<file path="src/rtl/ea_gen_pkg.sv">
package ea_gen_pkg;
  typedef enum logic [2:0] {
    AM_ZP   = 3'd0,
    AM_ZPX  = 3'd1,
    AM_ZPY  = 3'd2,
    AM_ABS  = 3'd3,
    AM_ABSX = 3'd4,
    AM_ABSY = 3'd5,
    AM_INDX = 3'd6,
    AM_INDY = 3'd7
  } amode_e;

  typedef enum logic [2:0] {
    S_IDLE = 3'd0,
    S_OPLO = 3'd1,
    S_OPHI = 3'd2,
    S_PLO  = 3'd3,
    S_PHI  = 3'd4,
    S_DONE = 3'd5
  } seq_e;

  function automatic logic is_zp_mode(amode_e m);
    return (m == AM_ZP) || (m == AM_ZPX) || (m == AM_ZPY);
  endfunction

  function automatic logic is_idx16_mode(amode_e m);
    return (m == AM_ABSX) || (m == AM_ABSY) || (m == AM_INDY);
  endfunction
endpackage

</file>
<file path="src/rtl/ea_gen_seq.sv">
module ea_gen_seq
  import ea_gen_pkg::*;
#(
  parameter int DW = 8,
  localparam int AW = 2 * DW
) (
  input  logic          clk,
  input  logic          rst_n,
  input  logic          go,
  input  amode_e        mode_q,
  input  logic [DW-1:0] x_q,
  input  logic          in_valid,
  input  logic [DW-1:0] in_data,
  output logic          in_ready,
  output logic          fetch_zp,
  output logic [DW-1:0] fetch_addr,
  output logic          pc_step,
  output logic          busy,
  output logic          finish,
  output logic [AW-1:0] base_w
);
  seq_e          state;
  logic [DW-1:0] lo_q;
  logic [DW-1:0] ptr_q;
  logic          accept;

  assign in_ready = (state == S_OPLO) || (state == S_OPHI) ||
                    (state == S_PLO)  || (state == S_PHI);
  assign accept   = in_valid && in_ready;
  assign fetch_zp = (state == S_PLO) || (state == S_PHI);
  assign fetch_addr = (state == S_PHI) ? ptr_q + DW'(1) : ptr_q;
  assign pc_step  = accept && ((state == S_OPLO) || (state == S_OPHI));
  assign busy     = (state != S_IDLE);

  always_comb begin
    finish = 1'b0;
    if (accept) begin
      unique case (state)
        S_OPLO:        finish = is_zp_mode(mode_q);
        S_OPHI, S_PHI: finish = 1'b1;
        default:       finish = 1'b0;
      endcase
    end
  end

  assign base_w = (state == S_OPLO) ? {{DW{1'b0}}, in_data} : {in_data, lo_q};

  always_ff @(posedge clk) begin
    if (!rst_n) begin
      state <= S_IDLE;
      lo_q  <= '0;
      ptr_q <= '0;
    end else begin
      unique case (state)
        S_IDLE: if (go) state <= S_OPLO;
        S_OPLO: if (accept) begin
          unique case (mode_q)
            AM_ZP, AM_ZPX, AM_ZPY: state <= S_DONE;
            AM_ABS, AM_ABSX, AM_ABSY: begin
              lo_q  <= in_data;
              state <= S_OPHI;
            end
            AM_INDX: begin
              ptr_q <= in_data + x_q;
              state <= S_PLO;
            end
            default: begin
              ptr_q <= in_data;
              state <= S_PLO;
            end
          endcase
        end
        S_OPHI: if (accept) state <= S_DONE;
        S_PLO: if (accept) begin
          lo_q  <= in_data;
          state <= S_PHI;
        end
        S_PHI:  if (accept) state <= S_DONE;
        default: state <= S_IDLE;
      endcase
    end
  end
endmodule

</file>
<file path="src/rtl/ea_gen_calc.sv">
module ea_gen_calc
  import ea_gen_pkg::*;
#(
  parameter int DW = 8,
  parameter int PW = 2,
  localparam int AW = 2 * DW
) (
  input  amode_e        mode_q,
  input  logic          wr_q,
  input  logic [DW-1:0] x_q,
  input  logic [DW-1:0] y_q,
  input  logic [AW-1:0] base_w,
  output logic [AW-1:0] ea_c,
  output logic          cross_c,
  output logic          dummy_en_c,
  output logic [AW-1:0] dummy_addr_c,
  output logic [PW-1:0] penalty_c
);
  logic [DW-1:0] idx;
  logic [AW-1:0] sum16;
  logic [DW-1:0] zp_sum;
  logic          idx16;

  always_comb begin
    unique case (mode_q)
      AM_ZPX, AM_ABSX:          idx = x_q;
      AM_ZPY, AM_ABSY, AM_INDY: idx = y_q;
      default:                  idx = '0;
    endcase
  end

  assign idx16  = is_idx16_mode(mode_q);
  assign sum16  = base_w + {{DW{1'b0}}, idx};
  assign zp_sum = base_w[DW-1:0] + idx;

  always_comb begin
    ea_c         = is_zp_mode(mode_q) ? {{DW{1'b0}}, zp_sum} : sum16;
    cross_c      = idx16 && (base_w[AW-1:DW] != sum16[AW-1:DW]);
    dummy_en_c   = 1'b0;
    dummy_addr_c = '0;
    penalty_c    = '0;
    if (idx16) begin
      if (wr_q) begin
        dummy_en_c   = 1'b1;
        dummy_addr_c = {base_w[AW-1:DW], sum16[DW-1:0]};
      end else if (cross_c) begin
        dummy_en_c   = 1'b1;
        dummy_addr_c = sum16 ^ (AW'(1) << DW);
        penalty_c    = PW'(1);
      end
    end
  end
endmodule

</file>
<file path="src/rtl/ea_gen.sv">
module ea_gen
  import ea_gen_pkg::*;
#(
  parameter int DW = 8,
  parameter int PW = 2,
  localparam int AW = 2 * DW
) (
  input  logic          clk,
  input  logic          rst_n,
  input  logic          start,
  input  logic [2:0]    mode,
  input  logic          wr_mode,
  input  logic [DW-1:0] x_idx,
  input  logic [DW-1:0] y_idx,
  input  logic          in_valid,
  output logic          in_ready,
  input  logic [DW-1:0] in_data,
  output logic          fetch_zp,
  output logic [DW-1:0] fetch_addr,
  output logic          pc_step,
  output logic          busy,
  output logic          done,
  output logic [AW-1:0] ea,
  output logic          page_cross,
  output logic          dummy_en,
  output logic [AW-1:0] dummy_addr,
  output logic [PW-1:0] penalty
);
  amode_e        mode_q;
  logic          wr_q;
  logic [DW-1:0] x_q, y_q;
  logic          go, finish;
  logic [AW-1:0] base_w, ea_c, dummy_addr_c;
  logic          cross_c, dummy_en_c;
  logic [PW-1:0] penalty_c;

  assign go = start && !busy;

  always_ff @(posedge clk) begin
    if (!rst_n) begin
      mode_q <= AM_ZP;
      wr_q   <= 1'b0;
      x_q    <= '0;
      y_q    <= '0;
    end else if (go) begin
      mode_q <= amode_e'(mode);
      wr_q   <= wr_mode;
      x_q    <= x_idx;
      y_q    <= y_idx;
    end
  end

  ea_gen_seq #(.DW(DW)) u_seq (
    .clk(clk), .rst_n(rst_n), .go(go), .mode_q(mode_q), .x_q(x_q),
    .in_valid(in_valid), .in_data(in_data), .in_ready(in_ready),
    .fetch_zp(fetch_zp), .fetch_addr(fetch_addr), .pc_step(pc_step),
    .busy(busy), .finish(finish), .base_w(base_w)
  );

  ea_gen_calc #(.DW(DW), .PW(PW)) u_calc (
    .mode_q(mode_q), .wr_q(wr_q), .x_q(x_q), .y_q(y_q), .base_w(base_w),
    .ea_c(ea_c), .cross_c(cross_c), .dummy_en_c(dummy_en_c),
    .dummy_addr_c(dummy_addr_c), .penalty_c(penalty_c)
  );

  always_ff @(posedge clk) begin
    if (!rst_n) begin
      done       <= 1'b0;
      ea         <= '0;
      page_cross <= 1'b0;
      dummy_en   <= 1'b0;
      dummy_addr <= '0;
      penalty    <= '0;
    end else begin
      done <= finish;
      if (finish) begin
        ea         <= ea_c;
        page_cross <= cross_c;
        dummy_en   <= dummy_en_c;
        dummy_addr <= dummy_addr_c;
        penalty    <= penalty_c;
      end
    end
  end
endmodule

</file>
<file path="config.mk">
export PLATFORM = sky130hd
export DESIGN_NAME = ea_gen
export DESIGN_NICKNAME = d
export VERILOG_FILES = /design/src/rtl/ea_gen_pkg.sv /design/src/rtl/ea_gen_seq.sv /design/src/rtl/ea_gen_calc.sv /design/src/rtl/ea_gen.sv
export SDC_FILE = /design/constraint.sdc
export NUM_CORES = 1
export LEC_CHECK = 0
export BUFFER_PORTS_ARGS = -buffer_cell sky130_fd_sc_hd__buf_4
export CORE_ASPECT_RATIO = 0.6
export CORE_MARGIN = 1
export CORE_UTILIZATION = 57
export DETAILED_ROUTE_END_ITERATION = 8
export PLACE_DENSITY_LB_ADDON = 0.15
export SETUP_SLACK_MARGIN = 0.2
export SYNTH_ARGS = -nofsm -noshare
export SYNTH_HDL_FRONTEND = slang
export SYNTH_HIERARCHICAL = 1
export SYNTH_SLANG_ARGS = --single-unit
</file>
<file path="constraint.sdc">
create_clock -name clk -period 4.18 [get_ports clk]
set_input_delay 0.836 -clock clk [delete_from_list [all_inputs] [get_ports clk]]
set_output_delay 0.836 -clock clk [all_outputs]
set_load 0.01 [all_outputs]
</file>
Word level (Yosys, flattened, before mapping)
Index checks and enable logic that the tools add are counted.
{"block": "word_totals", "word_cells": 88, "output_inout_bits": 49, "reg_bits": 76}
{"block": "op_classes", "eq_ne": 17, "bitwise": 2, "addsub": 4, "mux": 26, "n_reduce_logical": 26}
{"op": "$mux W16", "n": 5}
{"op": "$pmux W8 S2", "n": 3}
{"op": "$mux W8", "n": 4}
{"op": "$add A16 B8 Y16", "n": 1}
{"op": "$add A8 B8 Y8", "n": 2}
{"op": "$eq A3 B3 Y1 const B", "n": 5}
{"op": "$eq A3 B2 Y1 const B", "n": 4}
{"op": "$mux W3", "n": 4}
{"op": "$pmux W3 S4", "n": 1}
{"op": "$reduce_or A3 Y1", "n": 3}
{"op": "$add A8 B1 Y8 const B", "n": 1}
{"op": "$logic_or A1 B1 Y1", "n": 8}
{"op": "$ne A8 B8 Y1", "n": 1}
{"op": "$reduce_and A4 Y1", "n": 2}
{"op": "$eq A3 B1 Y1 const B", "n": 2}
{"op": "$logic_not A3 Y1", "n": 2}
{"op": "$ne A2 B1 Y1 const B", "n": 3}
{"op": "$pmux W3 S2", "n": 1}
{"op": "$reduce_or A6 Y1", "n": 1}
{"op": "$mux W1", "n": 5}
{"op": "$logic_and A1 B1 Y1", "n": 4}
{"op": "$mux W2", "n": 2}
{"op": "$ne A2 B2 Y1 const B", "n": 2}
{"op": "$reduce_or A2 Y1", "n": 2}
{"op": "6 further kinds", "n": 7}

Longest topological paths before layout
{"block": "depth", "depth_word": 9, "ltp_mapped": 17, "depth_no_buf": 14}

Hierarchy
The synthesis kept the hierarchy.
{"module": "ea_gen", "area_per_inst_um2": 2248.4, "seq_area_each_um2": 1141.1, "cells_each": 206, "n_inst": 1}
{"module": "ea_gen_seq", "area_per_inst_um2": 1554.0, "seq_area_each_um2": 380.4, "cells_each": 181, "n_inst": 1}
{"module": "ea_gen_calc", "area_per_inst_um2": 1133.6, "seq_area_each_um2": 0.0, "cells_each": 181, "n_inst": 1}

Least setup slack after synthesis
No wires, ideal clock.
{"block": "synth_path", "kind": "register to register", "start": "register u_seq.state[0]", "end": "register ea[13]", "path_buffers": 4, "t_arrival_ns": 3.159, "stages_incl_launch_ff": 16, "slack_ns": 0.956, "path_cell_list": "dfxtp_1 > buf_2 > and2b_1 > nor2b_1 > buf_2 > buf_2 > mux2_2 > ha_1 > buf_1 > nand3_1 > a21o_1 > a21o_1 > or4_1 > nand2_1 > mux2i_1 > nor2b_1"}
{"block": "synth_via", "word_cells_on_any_way": 14, "cone_classes": "1 x add/sub; 4 x eq/ne; 4 x mux; 5 x reduce/logical"}
{"element": "start: declaration", "line_no": "ea_gen_seq.sv:22", "source": "seq_e state;"}
{"element": "start signal: assignment", "line_no": "ea_gen_seq.sv:50", "source": "state <= S_IDLE;"}
{"element": "start signal: assignment", "line_no": "ea_gen_seq.sv:55", "source": "S_IDLE: if (go) state <= S_OPLO;"}
{"element": "start signal: assignment", "line_no": "ea_gen_seq.sv:58", "source": "AM_ZP, AM_ZPX, AM_ZPY: state <= S_DONE;"}
{"element": "$eq A3 B1 Y1", "line_no": "ea_gen_seq.sv:46", "source": "assign base_w = (state == S_OPLO) ? {{DW{1'b0}}, in_data} : {in_data, lo_q};"}
{"element": "$mux W16", "line_no": "ea_gen_seq.sv:46"}
{"element": "via base_w[6]", "line_no": "ea_gen.sv:33", "source": "logic [AW-1:0] base_w, ea_c, dummy_addr_c;"}
{"element": "$add A16 B8 Y16", "line_no": "ea_gen_calc.sv:33", "source": "assign sum16 = base_w + {{DW{1'b0}}, idx};"}
{"element": "$mux W16", "line_no": "ea_gen_calc.sv:37", "source": "ea_c = is_zp_mode(mode_q) ? {{DW{1'b0}}, zp_sum} : sum16;"}
{"element": "via ea_c[13]", "line_no": "ea_gen.sv:33"}
{"element": "end signal: assignment", "line_no": "ea_gen.sv:69", "source": "ea <= '0;"}
{"element": "end signal: assignment", "line_no": "ea_gen.sv:77", "source": "ea <= ea_c;"}
{"element": "end: declaration", "line_no": "ea_gen.sv:23", "source": "output logic [AW-1:0] ea,"}
The timed path passes the listed nets, and every way through them passes these cells.
A chain may end at the register's enable or synchronous reset.

Worst setup path after layout
{"block": "layout_path", "start": "register u_seq.state[0]", "end": "register dummy_addr[2]"}
{"block": "layout_via", "elab_chain_len": 8, "word_cells_on_any_way": 18, "cone_classes": "1 x add/sub; 5 x eq/ne; 6 x mux; 6 x reduce/logical"}
{"element": "$eq A3 B1 Y1", "line_no": "ea_gen_seq.sv:46"}
{"element": "$mux W16", "line_no": "ea_gen_seq.sv:46"}
{"element": "via base_w[7]", "line_no": "ea_gen.sv:33"}
{"element": "$add A16 B8 Y16", "line_no": "ea_gen_calc.sv:33"}
{"element": "$ne A8 B8 Y1", "line_no": "ea_gen_calc.sv:38", "source": "cross_c = idx16 && (base_w[AW-1:DW] != sum16[AW-1:DW]);"}
{"element": "$logic_and A1 B1 Y1", "line_no": "ea_gen_calc.sv:38"}
{"element": "$mux W16", "line_no": "ea_gen_calc.sv:46", "source": "end else if (cross_c) begin"}
{"element": "$mux W16", "line_no": "ea_gen_calc.sv:43", "source": "if (wr_q) begin"}
{"element": "$mux W16", "line_no": "ea_gen_calc.sv:42", "source": "if (idx16) begin"}
{"element": "via dummy_addr_c[2]", "line_no": "ea_gen.sv:33"}
{"element": "end signal: assignment", "line_no": "ea_gen.sv:80", "source": "dummy_addr <= dummy_addr_c;"}
{"element": "end: declaration", "line_no": "ea_gen.sv:26", "source": "output logic [AW-1:0] dummy_addr,"}
The timed path passes the listed nets, and every way through them passes these cells.

==> results.toml <==
[clocking]
clk_latency_ns = 0.34
clock_path_buffers = 2
cts_setup_buffers = 0
clk_pin_slew_ns = 0.06
cts-resized-gates = 0
root_buffer = "clkbuf_16"
cts_hold_buf = 0
cts_made_buffers = 9
cts_tree = "built"
clock_sinks = 76
htree_levels = 3

[global_route]
grt_use_total_pct = 28.5
grt_max_degree = 68
grt_pass1_wl_um = 19700
grt_pass1_vias = 3978
antenna_found_initial = 0
grt_overflow = 0

[sta]
worstMarginPinSlew_ns = 1.15
clock_skew_ns = 0.00664
post-route-period-util_pct = 87.8
slew_headroom_pct = 23.2
max_freq_ghz = 0.273
finalSetupViolations = 0
finalCriticalPeriod_ns = 3.67
finalMaxSlewViolations = 0
finalSetupTns_ns = 0
hold_viol_final = 0
grt_setup_unrepaired = "false"

[critical_path]
crit_start = "u_seq/state[0]$_SDFFE_PN0P_"
r2r_start = "u_seq/state[0]$_SDFFE_PN0P_"
worstPathRequired_ns = 4.41
crit_path_max_fanout = 12
start_kind = "flop"
critPathArrivalTime_ns = 3.90
ff2ff_setup_slack_ns = 0.51
critPathCaptureType = "flop"
crit_type = "reg2reg"

[logic_synthesis]
ys.warnings.count = 6
synth-simple-area-share_pct = 22.4
async_reset_ff_share_pct = 0
synthAdderAreaFrac_pct = 4.87
syn_inst = 568
ys.flop_type = "dfxtp_1"
syn_area_per_cell_um2 = 8.69
syn_nets = 618
ys_seq_elements = 76
synth_edf_count = 0
seq_area_frac_synth_pct = 30.8
synth_compound_area_share_pct = 15.2
ys_types = 60
synthesis.area_mm2 = 0.00494
muxShareOfSynthArea_pct = 16.5
synth_xor_area_share_pct = 3.73
synth_top_family_by_area = "simple AND/OR/NAND/NOR gates"

[finish]
drive_above_1_share_pct = 18.9
fillers = 669
syn2layout_area_growth_pct = 16.4
mostFrequentLayoutCells = "86 x buf_4, 76 x dfxtp_1, 71 x mux2i_1"
fin_nets = 675
final_common_cell = "buf_4"
final_util_pct = 70.6
antenna_cells = 0

[die]
die_area_mm2 = 0.00905
initial_core_util_pct = 60.7
die_width_um = 122
core_mm2 = 0.00813
row_count = 25
dieHeight_um = 74.1
ioPinCount = 81

[placed_design]
port_buffers = 80
gp_congestion = 0.861
place_hpwl_um = 8890

[run_status]
outcome = "finished, final reports clean"

[power]
switchingPower_uw = 650
p_comb_share_pct = 24.6
swShare_pct = 31.0
power_uw = 2100
ir_drop_mv = 0.233
power.share.sequential_pct = 38.5
power.internal_uw = 1450
pwr-share-clk_pct = 36.9
power_density_mw_per_mm2 = 365
leakage_uw = 0.00239

[routing]
wl_um = 12300
drcViolationCount = 0
via_per_inst = 5.90
vias = 4357
drt-initial-drc-count = 420
wl_per_cell_um = 16.6
ant_nets = 0
drt_pass1_iterations = 6

[worst_hold_path]
hold_class = "reg2reg"
hold_start = "y_q[6]$_SDFFE_PN0P_"

[job]
drv_cap = 0
==> layout make-up <==
cell class              count  area [um^2]  area share (%)
clock buffers              10          229            3.99
clock inverters             6         65.1            1.13
inverters                  13         48.8           0.849
multi-input cells         439         3100            54.0
flip-flops and latches     76         1520            26.5
well taps                 108          135            2.35
repair buffers             86          646            11.2
==> metal layers <==
layer | global-route usage, % | routed length, um | vias up | share of wire (%)
li1 | - | - | 2126 | -
met3 | 7.52 | 959 | 22 | 7.8
met5 | 0 | 0 | - | 0
met1 | 40.6 | 6060 | 2020 | 49
met2 | 42.2 | 5070 | 189 | 41
met4 | 8.40 | 171 | 0 | 1.4
==> worst paths after layout <==
check                                     to  cells past startpoint
setup / recovery  dummy_addr[2]$_SDFFE_PN0P_                     12
hold / removal           y_q[6]$_SDFFE_PN0P_                      2
setup reg to reg  dummy_addr[2]$_SDFFE_PN0P_                     12
hold reg to reg          y_q[6]$_SDFFE_PN0P_                      2
==> cell families after synthesis <==
| kind of cell | Yosys count |
|---|---|
| other | 1 |
| xor gates and xnor gates | 21 |
| buffers and inverters | 53 |
| muxes | 80 |
| adders and majority gates | 18 |
| DFF | 76 |
| AOI/OAI and AO/OA | 102 |
| and+or+nand+nor | 217 |
==> flip-flops by register name, indices dropped and copies added (netlist names) <==
| register | count |
|---|---|
| penalty | 2 |
| done | 1 |
| ea | 16 |
| dummy_addr | 16 |
| u_seq/lo_q | 8 |
| dummy_en | 1 |
| wr_q | 1 |
| y_q | 8 |
| mode_q | 3 |
| u_seq/state | 3 |
| u_seq/ptr_q | 8 |
| x_q | 8 |
| page_cross | 1 |
==> power groups by stage <==
stage	Combinational, uW	Sequential [uW]	Clock (uW)
2_1_floorplan	407	799	0
3_3_place_gp	491	819	0
3_5_place_dp	504	821	0
4_1_cts	508	806	787
5_1_grt	562	812	816
6_report	516	808	775
==> cells in the mapped netlist (3+ instances only) <==
cell	count	area [um^2]
dfxtp_1	76	1520
mux2i_1	71	711
nand2_1	69	259
nor2b_1	59	369
nor2_1	36	135
a21oi_1	25	125
clkbuf_1	17	63.8
xnor2_1	17	149
ha_1	16	200
inv_1	13	48.8
a21o_1	10	75.1
mux2_2	9	101
a221oi_1	8	70.1
a22oi_1	8	60.1
nand4_1	8	50.1
o21ai_0	8	40.0
buf_2	7	35.0
buf_6	7	78.8
nand2b_1	7	43.8
nor3_1	7	35.0
a31oi_1	6	37.5
nand3_1	6	30.0
and3_1	5	31.3
o21a_1	5	37.5
a211oi_1	4	30.0
a311oi_1	4	35.0
and2_1	4	25.0
o211ai_1	4	30.0
xor2_1	4	35.0
a21oi_2	3	26.3
a32oi_1	3	26.3
and3b_1	3	26.3
buf_12	3	60.1
buf_4	3	22.5
or3_1	3	18.8
or4_1	3	22.5
==> metrics by stage <==
step / std cells / worst slack (ns) / hold slack [ns] / cell area (um^2)
after floorplan: 568 / 0.956 / 0.434 / 4940
after global placement: 722 / 0.639 / 0.468 / 5450
after detailed placement: 722 / 0.475 / 0.478 / 5450
after CTS: 738 / 0.434 / 0.493 / 5740
after global routing: 738 / 0.277 / 0.506 / 5740
final: 738 / 0.511 / 0.493 / 5740
==> critical path, stage by stage (launching register included) <==
cell and delay (ns):
dfxtp_1 0.46, and2b_1 0.27, nor2b_2 0.30, buf_4 0.24
mux2_2 0.36, ha_1 0.39, a21o_1 0.24, a31oi_1 0.34
a21oi_2 0.20, o31ai_4 0.43, nor2b_1 0.11, mux2i_1 0.16
nor2b_1 0.07
(Power assumes the default switching activity.)
